### config.mk
export PLATFORM = sky130hd
export DESIGN_NAME = swap_chunk_ctrl
export DESIGN_NICKNAME = d
export VERILOG_FILES = /design/src/rtl/swap_chunk_ctrl.sv
export SDC_FILE = /design/constraint.sdc
export NUM_CORES = 1
export LEC_CHECK = 0
export CAP_MARGIN = 20
export CORE_AREA = 2 2 282 284
export CTS_BUF_LIST = sky130_fd_sc_hd__clkbuf_4 sky130_fd_sc_hd__clkbuf_8
export DETAILED_ROUTE_END_ITERATION = 8
export DIE_AREA = 0 0 284 286
export PLACE_DENSITY_LB_ADDON = 0.05
export SETUP_SLACK_MARGIN = 0.5
export SLEW_MARGIN = 20
export SYNTH_ARGS = -nofsm -noshare
export SYNTH_HDL_FRONTEND = slang
export SYNTH_SLANG_ARGS = --single-unit
### constraint.sdc
create_clock -name clk -period 3.48 [get_ports clk]
set_input_delay 0.348 -clock clk [delete_from_list [all_inputs] [get_ports clk]]
set_output_delay 0.348 -clock clk [all_outputs]
set_load 0.01 [all_outputs]
### src/rtl/swap_chunk_ctrl.sv
module swap_chunk_ctrl #(
  parameter int DATA_W    = 32,
  parameter int CTX_WORDS = 10,
  parameter int BUF_WORDS = 4
) (
  input  logic                        clk,
  input  logic                        rst_n,
  input  logic                        swap_out_req,
  input  logic                        swap_in_req,
  input  logic                        chunk_ack,
  input  logic                        fin_clear,
  input  logic                        host_wr_en,
  input  logic [$clog2(BUF_WORDS)-1:0] host_addr,
  input  logic [DATA_W-1:0]           host_wr_data,
  output logic [DATA_W-1:0]           host_rd_data,
  input  logic                        core_ack,
  input  logic [CTX_WORDS*DATA_W-1:0] core_ctx,
  output logic                        swap,
  output logic                        irq,
  output logic                        swap_fin,
  output logic                        fin_status,
  output logic [CTX_WORDS*DATA_W-1:0] restore_ctx,
  output logic                        restore_load
);
  localparam int NCHUNK = (CTX_WORDS + BUF_WORDS - 1) / BUF_WORDS;
  localparam int CW     = $clog2(NCHUNK + 1);
  localparam logic [CW-1:0] LAST = CW'(NCHUNK - 1);

  typedef enum logic [2:0] {
    S_IDLE, S_SO_WAIT, S_SO_FILL, S_SO_IRQ, S_SO_FIN, S_SI_WAIT, S_SI_COPY, S_SI_DONE
  } st_t;

  st_t             st;
  logic [CW-1:0]   chunk;
  logic [DATA_W-1:0] stage [BUF_WORDS];
  logic            swap_q, fin_q;

  assign host_rd_data = stage[host_addr];
  assign swap         = swap_q;
  assign irq          = (st == S_SO_IRQ);
  assign swap_fin     = (st == S_SO_FIN);
  assign restore_load = (st == S_SI_DONE);
  assign fin_status   = fin_q;

  always_ff @(posedge clk) begin
    if (!rst_n) begin
      st     <= S_IDLE;
      chunk  <= '0;
      swap_q <= 1'b0;
      fin_q  <= 1'b0;
    end else begin
      if (fin_clear) fin_q <= 1'b0;
      case (st)
        S_IDLE: begin
          chunk <= '0;
          if (swap_out_req) begin
            st <= S_SO_WAIT; swap_q <= 1'b1;
          end else if (swap_in_req) begin
            st <= S_SI_WAIT; swap_q <= 1'b1;
          end
        end
        S_SO_WAIT: if (core_ack) st <= S_SO_FILL;
        S_SO_FILL: st <= S_SO_IRQ;
        S_SO_IRQ: if (chunk_ack) begin
          chunk <= chunk + 1'b1;
          st    <= (chunk == LAST) ? S_SO_FIN : S_SO_FILL;
        end
        S_SO_FIN: begin
          fin_q <= 1'b1;
          st    <= S_IDLE;
        end
        S_SI_WAIT: if (chunk_ack) st <= S_SI_COPY;
        S_SI_COPY: begin
          chunk <= chunk + 1'b1;
          st    <= (chunk == LAST) ? S_SI_DONE : S_SI_WAIT;
        end
        S_SI_DONE: begin
          swap_q <= 1'b0;
          st     <= S_IDLE;
        end
        default: st <= S_IDLE;
      endcase
    end
  end

  always_ff @(posedge clk) begin
    for (int i = 0; i < BUF_WORDS; i++) begin
      if (st == S_SO_FILL) begin
        if (int'(chunk) * BUF_WORDS + i < CTX_WORDS)
          stage[i] <= core_ctx[(int'(chunk) * BUF_WORDS + i) * DATA_W +: DATA_W];
        else
          stage[i] <= '0;
      end else if (st == S_SI_WAIT && host_wr_en && int'(host_addr) == i) begin
        stage[i] <= host_wr_data;
      end
    end
  end

  always_ff @(posedge clk) begin
    if (!rst_n) restore_ctx <= '0;
    else if (st == S_SI_COPY)
      for (int i = 0; i < BUF_WORDS; i++)
        if (int'(chunk) * BUF_WORDS + i < CTX_WORDS)
          restore_ctx[(int'(chunk) * BUF_WORDS + i) * DATA_W +: DATA_W] <= stage[i];
  end

  assert_irq_under_swap_R3: assert property (@(posedge clk) disable iff (!rst_n)
    irq |-> swap);
  assert_irq_drop_R4: assert property (@(posedge clk) disable iff (!rst_n)
    (irq && chunk_ack) |=> !irq);
  assert_fin_not_irq_R5: assert property (@(posedge clk) disable iff (!rst_n)
    swap_fin |-> !irq);
  assert_fin_single_R6: assert property (@(posedge clk) disable iff (!rst_n)
    swap_fin |=> !swap_fin);
  assert_fin_sticky_R7: assert property (@(posedge clk) disable iff (!rst_n)
    (swap_fin && !fin_clear) |=> fin_status);
  assert_release_R8: assert property (@(posedge clk) disable iff (!rst_n)
    restore_load |=> !swap);
endmodule

* After elaboration in Yosys (flattened, before gate mapping)
Memories as Yosys holds them, arrays and structs flattened.
Index checks and enable logic that the tools add are counted.
W data, S select, Z words.
** Word-level totals
- Output and inout bits :: 357
- Memories :: 1
- Register bits after elaboration :: 327
- Word-level logic and storage cells :: 140
- Bits in writable memories :: 128
- Bits of input ports :: 362
** Cells by class
- Magnitude comparators :: 4
- Muxes and demuxes :: 73
- Equality and inequality tests :: 15
- Reductions and logical operators :: 14
- Add/sub/neg operators :: 8
- Bitwise gates (word level) :: 8
- Shifts and indexed selects :: 12
** Memory list
- stage :: words 4, bits a word 32, rd ports 5, clocked after Yosys merged registers in 0, wr ports 4, RTL line 35 : logic [DATA_W-1:0] stage [BUF_WORDS];
** Operators by type and width (count)
- $mux W320 :: 10
- $bwmux W320 :: 4
- $shift A32 B33 Y320 const A :: 4
- $shiftx A32 B33 Y320 :: 4
- $shiftx A320 B32 Y32 :: 3
- $shiftx A320 B10 Y32 :: 1
- $mux W32 :: 8
- $neg A10 Y33 :: 3
- $lt A32 B5 Y1 const B :: 3
- $mux W1 :: 40
- $neg A9 Y33 :: 1
- $pmux W3 S7 :: 1
- $mux W3 :: 6
- $eq A3 B3 Y1 const B :: 4
- $add A4 B2 Y5 const B :: 2
- $or A1 B1 Y1 :: 8
- $eq A2 B2 Y1 const B :: 3
- $eq A3 B2 Y1 const B :: 2
- $ne A2 B2 Y1 const B :: 3
- $pmux W2 S3 :: 1
- $add A4 B1 Y5 const B :: 1
- $logic_and A1 B1 Y1 :: 5
- $lt A4 B4 Y1 const B :: 1
- $mux W2 :: 2
- 12 further kinds :: 14

* Longest topological paths before layout
Gate-level depths: netlist of run 1.
- Word-level depth :: 16
- Gate-level depth with buffers :: 10
- Gate-level depth less buffers :: 6

* Worst setup path before layout of run 1
Ideal clock, no wire load.
- Kind :: reg2reg
- From :: register st[1]
- To :: memory stage[3][0], enable pin
- Setup time :: 0.466 ns
- Buffers on the path :: 1
- Arrival time :: 3.013 ns
- Cell stages (with the launch flop) :: 4
- Clock period less this slack :: 3.479 ns
- Data required time :: 3.014 ns
- Slack :: 0.001 ns
- Cell sequence :: dfxtp_1 > buf_4 > nand4b_4 > o21ai_0
** RTL lines
- from (decl) :: RTL line 33 : st_t st;
- from (signal assigned) :: RTL line 66 : st <= (chunk == LAST) ? S_SO_FIN : S_SO_FILL;
- from (signal assigned) :: RTL line 75 : st <= (chunk == LAST) ? S_SI_DONE : S_SI_WAIT;
- to (decl) :: RTL line 35

* Worst setup path after layout of run 1
- From :: register st[1]
- To :: output port restore_load
** On the way
- Word-level cells in the longest chain between the ends :: 1
** Ends and longest elaborated chain
- $eq A3 B3 Y1 :: RTL line 42 : assign restore_load = (st == S_SI_DONE);
- to (decl) :: RTL line 23 : output logic restore_load
No other way between the ends.

==> results of run 1 <==
## layer usage
layer  routed length, um  vias to the layer above  GRT usage [%]
li1                    -                     8725              -
met1               43900                     9119           31.2
met2               47300                      679           39.3
met3                7110                      111           5.79
met4                1810                        0           5.37
met5                   0                        -              0
## state kept, by name (all words and copies together), names as in the netlist
signal and flops:
swap 1, st 3, chunk 2, stage 128, fin_status 1, restore_ctx 320
## final timing paths
check | startpoint | endpoint | slack [ps] | depth (start not counted)
setup reg to reg | st[1] | stage[0][14] | 780 | 5
setup / recovery | st[1] | restore_load | 620 | 3
hold / removal | rst_n | st[2] | 140 | 3
hold reg to reg | restore_ctx[9] | restore_ctx[9] | 450 | 2
## synth_stat cells (9+ instances only)
cell and count:
buf_6 9, nor2_1 11, clkbuf_1 92, buf_2 67, mux4_2 32, nor2b_1 35
a22o_1 128, a21boi_0 45, o31ai_1 64, a22oi_1 33, a21boi_1 54, o21ai_0 193
nand3_1 258, edfxtp_1 128, mux2i_1 129, dfxtp_1 327, nand2_1 331, buf_4 12
buf_1 13
## layout make-up
class,count,area (sq um),share of cell area [%]
multi-input cells,1368,8970,29.7
clock buffers,129,1580,5.24
inverters,6,22.5,0.0746
clock inverters,29,269,0.891
well taps,1050,1310,4.35
diodes,5,12.5,0.0414
repair buffers,761,7620,25.2
flip-flops and latches,455,10400,34.4
## power by group
part           internal (mW)  switching, mW
clock network           3.22           2.44
logic                  0.772          0.718
registers               5.62          0.239
## cells by family (layout without fill, tap and decap cells)
family	count (synthesis)	after routing	synth area share (%)
flops	455	455	51.4
fa+ha+maj	6	6	0.371
simple gates	668	668	15.5
compound gates	533	533	18.1
other cells	0	5	0
mux	161	161	9.94
buf+inv	202	925	4.74
## tightest hold or removal path, stage by stage
cell,delay [ps]
buf_8,240
nand2_1,120
a31oi_1,40
## stage by stage
step | instances | utilization, % | setup slack (ps)
2_1_floorplan | 2025 | - | 871
3_3_place_gp | 3640 | 36.2 | 835
3_5_place_dp | 3640 | 36.2 | 762
4_1_cts | 3798 | 38.5 | 586
5_1_grt | 3802 | 38.5 | 524
6_report | 3803 | 38.5 | 620
==> Implementation_results.wiki, run 1 <==
{| class="wikitable"
! Metric !! Value
|-
| Clock-pin slew reported for the worst setup and hold paths after clock tree synthesis || 60 ps
|-
| Worst clock skew on the final layout || 34.5 ps
|-
| Die footprint || 0.0812 sq mm
|-
| Min-Delay Path Class || in -> reg
|-
| Post-DRT Antenna Nets || 0
|-
| Final design area excluding fillers || 0.0302 sq mm
|-
| Number of setup violations in the final report || 0
|-
| Final sum of negative setup slack || 0 ps
|-
| Initial standard-cell utilization of the core || 25.8%
|-
| Fraction of registers with async set or reset after synthesis || 0%
|-
| Global-route usage over all layers || 23.7%
|-
| Top library cells by usage in the layout, fill and taps aside || 715 x clkdlybuf4s50_1, 328 x nand2_1, 324 x dfxtp_1
|-
| Stage delay of the slowest cell on the critical path || 820 ps
|-
| Worst slew slack as a fraction of its limit || 31.4%
|-
| Quantity of I/O buffers inserted on ports || 718
|-
| Leak pwr || 9.86 nW
|-
| Initial antenna violation count || 11
|-
| Total via count after detailed routing || 18634
|-
| Placed cell areas || 0.0283 sq mm
|-
| Startpoint-to-endpoint class of the critical path || reg -> out
|-
| Synth Instances || 2025
|-
| Worst-case vdd ir drop || 0.217 mV
|-
| Setup repair after global routing missed its margin || false
|-
| Violation count after the first detailed-route iteration || 1449
|-
| Final critical-path required period || 2860 ps
|-
| Synth-to-Final Area Change || 49.2%
|-
| Max Root-Sink Buffers || 3
|-
| Cell-by-cell trace of the critical path || nand2_2, nor2_1, clkdlybuf4s50_1
|-
| Flop and latch count out of synthesis || 455
|-
| Run status || finished clean
|-
| Horizontal die dimension || 284 um
|-
| Level count of the clock H-tree || 3
|-
| Number of standard-cell rows in the floorplan || 103
|-
| Number of hold violations in the final report || 0
|-
| Remaining design rule violation count || 0
|-
| Yosys Warn Count || 0
|-
| Worst setup SP type || flip-flop
|-
| Primary FF master, synth || dfxtp_1
|-
| Most common cell after layout, fill and taps aside || clkdlybuf4s50_1
|-
| Portion of the clock cycle consumed by the worst path in the final layout || 82.2%
|-
| Fmax || 350 MHz
|-
| PnR Total Power || 13.0 mW
|-
| # clock sinks || 455
|-
| Num CTS Buffers || 87
|-
| Smallest hold slack || 137 ps
|-
| Placed wire-length estimate || 76600 um
|-
| Proportion of synthesized chip area in sequential cells || 51.4%
|-
| Floorplan Core Area || 0.0784 sq mm
|-
| Count of different cell masters after synthesis || 51
|-
| Ranking of synthesized cells by area || dfxtp_1 32%, edfxtp_1 19%, mux2i_1 6.4%, nand3_1 6.4%, nand2_1 6.1%
|-
| Post-CTS setup buffer count || 0
|-
| Post-synth top area share || 32.4%
|-
| Critical-path top delay cell || dfxtp_1
|-
| Average via count per standard cell || 4.90
|-
| Number of global-route vias before repair || 18760
|-
| Global-route wire length before repair || 140000 um
|-
| Mean instance size in the synthesized netlist || 9.99 sq um
|-
| Clock root buffer || clkbuf_8
|-
| Total standard cell area after synthesis || 0.0202 sq mm
|-
| Final wirelength || 100000 um
|-
| Number of buffer and inverter stages on the critical path || 1
|-
| Power per cell area || 431 mW/mm^2
|-
| Maximum capacitance violations || 0
|-
| Aggregate global routing overflow || 0
|-
| Data required time of the critical path || 3130 ps
|-
| EDFF count, synth || 128
|-
| Family with the most delay on the worst path || flip-flops
|-
| Mapped Nets || 2393
|-
| Count of nets after finishing || 3047
|-
| Hold buffer count at cts || 0
|-
| Arrival time at the worst endpoint || 2510 ps
|-
| Share of final-layout standard cells stronger than drive strength 1 || 9.79%
|-
| Endpoint kind of the worst setup timing path || output pin
|-
| Post-synthesis cell type with the largest combined area || dfxtp_1
|-
| Clk_lat worst skew || 690 ps
|-
| Vertical extent of the die || 286 um
|-
| Largest net degree at the start of global routing || 131
|-
| Final number of max-transition violations || 0
|-
| TritonCTS clock tree || yes
|-
| Max Fanout on Critical Path || 19
|-
| Final weighted congestion in routability-driven placement || 0.861
|-
| Average wire per standard cell || 26.3 um
|-
| Transition time at the pin with the least slew margin || 1030 ps
|-
| Drt first pass iters || 5
|-
| Filler Cells Inserted || 7838
|-
| Count of boundary I/O pins || 719
|-
| Number of gates resized after CTS || 1
|}
Note: power is estimated with default switching activity, not from simulation.
==> run 2, diff against run 1 <==
- clock period: 3.48 -> 2.3 ns (I/O delays scaled with it)
==> Implementation_results.wiki, run 2 (synthesis gave the netlist of run 1 again) <==
{| class="wikitable"
! Metric !! Value
|-
| Post-placement cell count || 3672 (+0.88%)
|-
| Stage delay of the slowest cell on the critical path || 550 ps (-270 ps)
|-
| Horizontal die dimension || 284 um (unchanged)
|-
| Count of boundary I/O pins || 719 (unchanged)
|-
| Largest registers || restore_ctx x320, stage x128, st x3
|-
| Run status || finished clean
|-
| Clock root buffer || clkbuf_8
|-
| R2r setup slk || 320 ps (-460 ps)
|-
| Num CTS Buffers || 85 (-2.3%)
|-
| Global-route usage over all layers || 25.3% (+1.6 points)
|-
| Grt met3 use || 5.99% (+0.20 points)
|-
| Violation count after the first detailed-route iteration || 1489 (+2.8%)
|-
| Smallest hold slack || 195 ps (+58.5 ps)
|-
| Number of buffer and inverter stages on the critical path || 1 (unchanged)
|-
| Initial antenna violation count || 7 (-4)
|-
| Synth-to-Final Area Change || 77.4%
|-
| Power per cell area || 575 mW/mm^2 (+33%)
|-
| Max Root-Sink Buffers || 3 (unchanged)
|-
| Critical-path top delay cell || mux4_2
|-
| Maximum capacitance violations || 0 (unchanged)
|-
| Worst clock skew on the final layout || 53.0 ps (+18.5 ps)
|-
| Max FFs per register || 320 (unchanged)
|-
| Min-Delay Path Depth || 3 (unchanged)
|-
| RR Endpoint || stage[1][9]
|-
| Largest net degree at the start of global routing || 205 (+56%)
|-
| Portion of the clock cycle consumed by the worst path in the final layout || 91.4%
|-
| Average via count per standard cell || 5.07 (+3.5%)
|-
| Vertical extent of the die || 286 um (unchanged)
|-
| Reg2Reg Depth || 6 (+1)
|-
| Placed wire-length estimate || 78100 um (+2.0%)
|-
| Transition time at the pin with the least slew margin || 1090 ps (+63.2 ps)
|-
| Number of hold violations in the final report || 0 (unchanged)
|-
| Worst setup SP type || flip-flop
|-
| Worst-case vdd ir drop || 0.339 mV (+56%)
|-
| Most common cell after layout, fill and taps aside || clkdlybuf4s50_1
|-
| Beginning of the worst hold path || swap_in_req
|-
| Final wirelength || 119000 um (+19%)
|-
| Drt first pass iters || 5 (unchanged)
|-
| Total via count after detailed routing || 20864 (+12%)
|-
| Worst setup path start || stage[2][28]
|-
| Most flop-heavy register || restore_ctx
|-
| Final critical-path required period || 2100 ps
|-
| Final design area excluding fillers || 0.0359 sq mm (+19%)
|-
| Number of setup violations in the final report || 0 (unchanged)
|-
| Quantity of I/O buffers inserted on ports || 718 (unchanged)
|-
| Final Instance Count excl. Fillers || 4116 (+8.2%)
|-
| Min-Delay Path Class || in -> reg
|-
| Share of final-layout standard cells stronger than drive strength 1 || 25.8% (+16 points)
|-
| Worst slew slack as a fraction of its limit || 27.4% (-4.0 points)
|-
| Hold Path End || st[2]
|-
| Number of global-route vias before repair || 19500 (+3.9%)
|-
| Count of nets after finishing || 3359 (+10%)
|-
| Startpoint-to-endpoint class of the critical path || reg -> out
|-
| Level count of the clock H-tree || 3 (unchanged)
|-
| Data required time of the critical path || 2070 ps (-1060 ps)
|-
| Remaining design rule violation count || 0 (unchanged)
|-
| RR Startpoint || chunk[1]
|-
| Number of standard-cell rows in the floorplan || 103 (unchanged)
|-
| Clock-pin slew reported for the worst setup and hold paths after clock tree synthesis || 60 ps (about the same)
|-
| Top Usage Layer GRT || met2
|-
| GR Util met1 || 33.2% (+2.0 points)
|-
| Leak pwr || 17.1 nW (+74%)
|-
| Placed cell areas || 0.0288 sq mm (+1.6%)
|-
| Global-route wire length before repair || 148000 um (+6.0%)
|-
| Floorplan Core Area || 0.0784 sq mm (unchanged)
|-
| PnR Total Power || 20.7 mW (+59%)
|-
| Setup repair after global routing missed its margin || true
|-
| Final number of max-transition violations || 0 (unchanged)
|-
| Final sum of negative setup slack || 0 ps (unchanged)
|-
| Initial standard-cell utilization of the core || 25.8% (unchanged)
|-
| Die footprint || 0.0812 sq mm (unchanged)
|-
| Average wire per standard cell || 29.0 um (+10%)
|-
| Arrival time at the worst endpoint || 1870 ps (-640 ps)
|-
| Final weighted congestion in routability-driven placement || 0.878 (+2.1%)
|-
| Top library cells by usage in the layout, fill and taps aside || 360 x clkdlybuf4s50_1, 323 x nand2_1, 321 x dfxtp_1
|-
| Max Fanout on Critical Path || 3 (-16)
|-
| # clock sinks || 455 (unchanged)
|-
| Aggregate global routing overflow || 0 (unchanged)
|-
| Global-route track usage on met2 || 41.8% (+2.5 points)
|-
| Fmax || 476 MHz
|-
| Cell-by-cell trace of the critical path || mux4_2, buf_6
|-
| TritonCTS clock tree || yes
|-
| Family with the most delay on the worst path || multiplexers
|-
| Endpoint kind of the worst setup timing path || output pin
|-
| Clk_lat worst skew || 700 ps (about the same)
|-
| Post-DRT Antenna Nets || 0 (unchanged)
|}
-- run 2: changes by cell type in the layout (fill, tap and decap cells not counted), moves of 68 or more --
| cell | before | now |
|---|---|---|
| clkdlybuf4s50_1 | 715 | 360 |
| dlymetal6s2s_1 | 0 | 241 |
| buf_4 | 34 | 188 |
| buf_6 | 0 | 81 |
| dlygate4sd2_1 | 0 | 79 |
| o21ai_0 | 192 | 123 |
| nand3_1 | 257 | 189 |
-- run 2: worst reg2reg max path, stage by stage (launching register included) --
cell and delay (ps):
dfxtp_4 430, buf_12 130, buf_4 110, buf_12 200
mux2i_2 420, o21ai_0 210, a22o_1 240
-- run 2: area by class of cell --
type / instances / area (sq um)
fill: 7456 / 42500
timing repair buffer: 1065 / 12100
sequential: 455 / 10400
multi-input combinational: 1378 / 10100
clock buffer: 138 / 1720
tap: 1050 / 1310
clock inverter: 19 / 176
inverter: 6 / 37.5
antenna: 5 / 12.5
-- run 2: layer usage --
metal | wire length, um | vias up | share of wire [%]
li1 | - | 9385 | -
met1 | 49500 | 10444 | 41
met2 | 58400 | 880 | 49
met3 | 8100 | 155 | 6.8
met4 | 3310 | 0 | 2.8
met5 | 0 | - | 0
-- run 2: how the worst max path moves through the flow --
stage	slack, ps	depth (start not counted)	to
5_1_grt	130	2	host_rd_data[28]
2_1_floorplan	400	6	stage[1][1]
3_5_place_dp	210	5	stage[0][2]
4_1_cts	170	2	host_rd_data[28]
6_report	200	2	host_rd_data[28]
3_3_place_gp	220	5	stage[0][2]
-- run 2: through the flow --
stage / util [%] / worst slack (ps)
floorplan: - / 397
global placement: 36.7 / 219
detailed placement: 36.7 / 209
CTS: 41.3 / 171
global route: 45.8 / 126
finish: 45.8 / 197
-- run 2: where the power goes --
part	switching, mW	internal (mW)	total, mW
Combinational	1.59	1.65	3.25
Sequential	0.154	8.50	8.65
Clock	3.77	4.99	8.75
Total	5.51	15.1	20.7
-- run 2: timing repair --
item | CTS | global route
hold endpoints to repair | 2 | 0
pin swaps | 10 | 102
endpoints found under the setup margin | 867 | 701
hold buffers | 1 | 0
buffers inserted | 146 | 65
gates cloned | 13 | 57
resized for setup | 350 | 556
==> run 3, diff against run 2 <==
- ABC_AREA: default -> 1
- CORE_AREA: 2 2 282 284 -> 2 2 284 286
- CTS_CLUSTER_SIZE: default -> 24
- DIE_AREA: 0 0 284 286 -> 0 0 286 288
- clock period: 2.3 -> 2.5 ns (I/O delays scaled with it)
==> Implementation_results.wiki, run 3 <==
{| class="wikitable"
! Metric !! Value
|-
| Startpoint-to-endpoint class of the critical path || reg -> reg
|-
| Min-Delay Path Depth || 4 (+1)
|-
| Endpoint kind of the worst setup timing path || flip-flop
|-
| Arrival time at the worst endpoint || 2400 ps (+530 ps)
|-
| Share of final-layout standard cells stronger than drive strength 1 || 13.0% (-13 points)
|-
| R2r setup slk || 510 ps (+190 ps)
|-
| Worst clock skew on the final layout || 28.9 ps (-24.1 ps)
|-
| FF/Latch Area || 0.0104 sq mm (about the same)
|-
| Flop and latch count out of synthesis || 455 (unchanged)
|-
| Routed wl met2 || 62000 um (+6.0%)
|-
| # clock sinks || 455 (unchanged)
|-
| Data required time of the critical path || 2910 ps (+840 ps)
|-
| Average via count per standard cell || 5.07 (about the same)
|-
| Final wirelength || 121000 um (+1.4%)
|-
| List of most frequent post-synthesis cells || 580 x nand2_1, 375 x nor2_1, 327 x dfxtp_1
|-
| EDFF count, synth || 128 (unchanged)
|-
| Final design area excluding fillers || 0.0323 sq mm (-10%)
|-
| Initial antenna violation count || 11 (+4)
|-
| Most common cell after layout, fill and taps aside || clkdlybuf4s50_1
|-
| Worst setup endpoint || stage[3][1]
|-
| Horizontal die dimension || 286 um (+0.70%)
|-
| Yosys Warn Count || 0 (unchanged)
|-
| Final number of max-transition violations || 0 (unchanged)
|-
| Quantity of I/O buffers inserted on ports || 718 (unchanged)
|-
| Final critical-path required period || 1990 ps
|-
| RR Endpoint || stage[3][1]
|-
| Mean instance size in the synthesized netlist || 7.77 sq um (-22%)
|-
| Synth-to-Final Area Change || 57.6%
|-
| Final weighted congestion in routability-driven placement || 0.893 (+1.7%)
|-
| Aggregate global routing overflow || 0 (unchanged)
|-
| Number of setup violations in the final report || 0 (unchanged)
|-
| Leak pwr || 11.6 nW (-32%)
|-
| Count of boundary I/O pins || 719 (unchanged)
|-
| Total standard cell area after synthesis || 0.0205 sq mm (+1.2%)
|-
| Portion of the clock cycle consumed by the worst path in the final layout || 79.5%
|-
| Level count of the clock H-tree || 3 (unchanged)
|-
| Num CTS Buffers || 85 (unchanged)
|-
| Number of global-route vias before repair || 22314 (+14%)
|-
| Vertical extent of the die || 288 um (+0.70%)
|-
| Final sum of negative setup slack || 0 ps (unchanged)
|-
| Primary FF master, synth || dfxtp_1
|-
| Remaining design rule violation count || 0 (unchanged)
|-
| Total area of multi-input combinational cells || 0.00913 sq mm (-10%)
|-
| Synth Instances || 2637 (+30%)
|-
| Post-DRT Antenna Nets || 0 (unchanged)
|-
| Most frequent cell after synthesis || nand2_1
|-
| Placed wire-length estimate || 86500 um (+11%)
|-
| Global-route wire length before repair || 161000 um (+8.9%)
|-
| Worst Setup Slack, final || 513 ps (+316 ps)
|-
| Number of standard-cell rows in the floorplan || 104 (+0.97%)
|-
| Met3 Wirelength || 7910 um (-2.3%)
|-
| Placed cell areas || 0.0292 sq mm (+1.5%)
|-
| RR Startpoint || st[0]
|-
| Max FFs per register || 320 (unchanged)
|-
| Initial standard-cell utilization of the core || 25.7% (-0.10 points)
|-
| Transition time at the pin with the least slew margin || 736 ps (-353 ps)
|-
| Mapped Nets || 3005 (+26%)
|-
| Top routing layer in use || met5
|-
| Min-Delay Path Class || in -> reg
|-
| Hold buffer count at cts || 0 (-1)
|-
| Reg2Reg Depth || 8 (+2)
|-
| Max Fanout on Critical Path || 30 (+27)
|-
| Most flop-heavy register || restore_ctx
|-
| Count of different cell masters after synthesis || 29 (-43%)
|-
| Proportion of synthesized chip area in sequential cells || 50.7% (-0.63 points)
|-
| Post-synthesis cell type with the largest combined area || dfxtp_1
|-
| Worst slew slack as a fraction of its limit || 50.5% (+23 points)
|-
| TritonCTS clock tree || yes
|-
| Clock-pin slew reported for the worst setup and hold paths after clock tree synthesis || 60 ps (about the same)
|-
| Power per cell area || 743 mW/mm^2 (+29%)
|-
| Average wire per standard cell || 26.7 um (-8.0%)
|-
| Pre-CTS WS || 22.9 ps (-186 ps)
|-
| Max Root-Sink Buffers || 3 (unchanged)
|-
| Die footprint || 0.0824 sq mm (+1.4%)
|-
| Filler Cells Inserted || 8172 (+9.6%)
|-
| Drt first pass iters || 5 (unchanged)
|-
| Global-route usage over all layers || 27.0% (+1.7 points)
|-
| Worst setup path start || st[0]
|-
| Run status || finished clean
|-
| Clk_lat worst skew || 670 ps (-30 ps)
|-
| Top library cells by usage in the layout, fill and taps aside || 681 x clkdlybuf4s50_1, 570 x nand2_1, 365 x nor2_1
|-
| Number of hold violations in the final report || 0 (unchanged)
|-
| Fraction of registers with async set or reset after synthesis || 0% (unchanged)
|-
| Post-synth top area share || 32.0% (-0.40 points)
|-
| Fmax || 503 MHz
|-
| Worst-case vdd ir drop || 0.342 mV (+0.91%)
|-
| Ranking of synthesized cells by area || dfxtp_1 32%, edfxtp_1 19%, nand2_1 11%, a21oi_1 7.8%, nor2_1 6.9%
|-
| Detailed-route wire length on metal 1 || 47100 um (-4.8%)
|-
| Floorplan Core Area || 0.0796 sq mm (+1.6%)
|-
| Count of nets after finishing || 3776 (+12%)
|-
| Clock root buffer || clkbuf_8
|-
| Total via count after detailed routing || 22992 (+10%)
|-
| Maximum capacitance violations || 0 (unchanged)
|-
| Violation count after the first detailed-route iteration || 1668 (+12%)
|-
| Largest net degree at the start of global routing || 98 (-52%)
|-
| Largest registers || restore_ctx x320, stage x128, st x3
|-
| Setup repair after global routing missed its margin || false
|-
| Worst setup SP type || flip-flop
|}
run 3: through the flow:
| step | util [%] | hold WS [ps] | power, mW | instances |
|---|---|---|---|---|
| 5_1_grt | 40.5 | 233 | 25.0 | 4537 |
| 4_1_cts | 39.7 | 180 | 23.7 | 4501 |
| 2_1_floorplan | - | 413 | 11.8 | 2637 |
| 6_report | 40.5 | 230 | 24.0 | 4538 |
| 3_3_place_gp | 36.7 | 449 | 15.5 | 4277 |
| 3_5_place_dp | 36.7 | 453 | 15.5 | 4277 |
run 3: cells by family after synthesis:
logic type	count (synthesis)	synth area share, %
and+or+nand+nor	1240	25.1
buffers and inverters	290	6.00
DFF	455	50.7
adders and majority gates	6	0.366
AOI/OAI and AO/OA	646	17.8
run 3: layer usage:
metal	global-route usage, %	up-vias
met5	0	-
li1	-	10609
met2	50.1	926
met1	31.0	11270
met3	5.12	179
met4	8.72	8
run 3: where the power goes:
part / total [mW] / internal (mW) / switching [mW]
registers: 9.30 / 8.57 / 0.734
clock network: 7.81 / 4.40 / 3.41
logic: 6.88 / 2.65 / 4.24
run 3: worst min-delay path by stage:
stage                          start  slack [ps]          endpoint
global placement    restore_ctx[223]         450  restore_ctx[223]
CTS                        fin_clear         180        fin_status
global route               fin_clear         230        fin_status
detailed placement  restore_ctx[279]         450  restore_ctx[279]
finish                     fin_clear         230        fin_status
floorplan                  fin_clear         410        fin_status
run 3: what timing repair did:
item,in CTS,in global routing
setup buffers,70,18
pin swaps,29,5
gates resized for setup,156,44
cloned,1,15
endpoints found under the setup margin,266,361
run 3: final cells by class:
| cell class | count | share of cell area (%) |
|---|---|---|
| clock buffer | 136 | 5.14 |
| inverter | 60 | 0.787 |
| antenna | 4 | 0.0310 |
| clock inverter | 17 | 0.457 |
| sequential | 455 | 32.2 |
| timing repair buffer | 913 | 29.0 |
| tap | 1060 | 4.11 |
| multi-input combinational | 1893 | 28.3 |
run 3: worst max-delay path, stage by stage, from the launching register on:
cell and delay, ps:
dfxtp_4 380, inv_2 60, nor2_2 130, nand2_2 100, nor2_4 210, buf_6 150
nand2_2 110, buf_12 190, a31oi_1 380
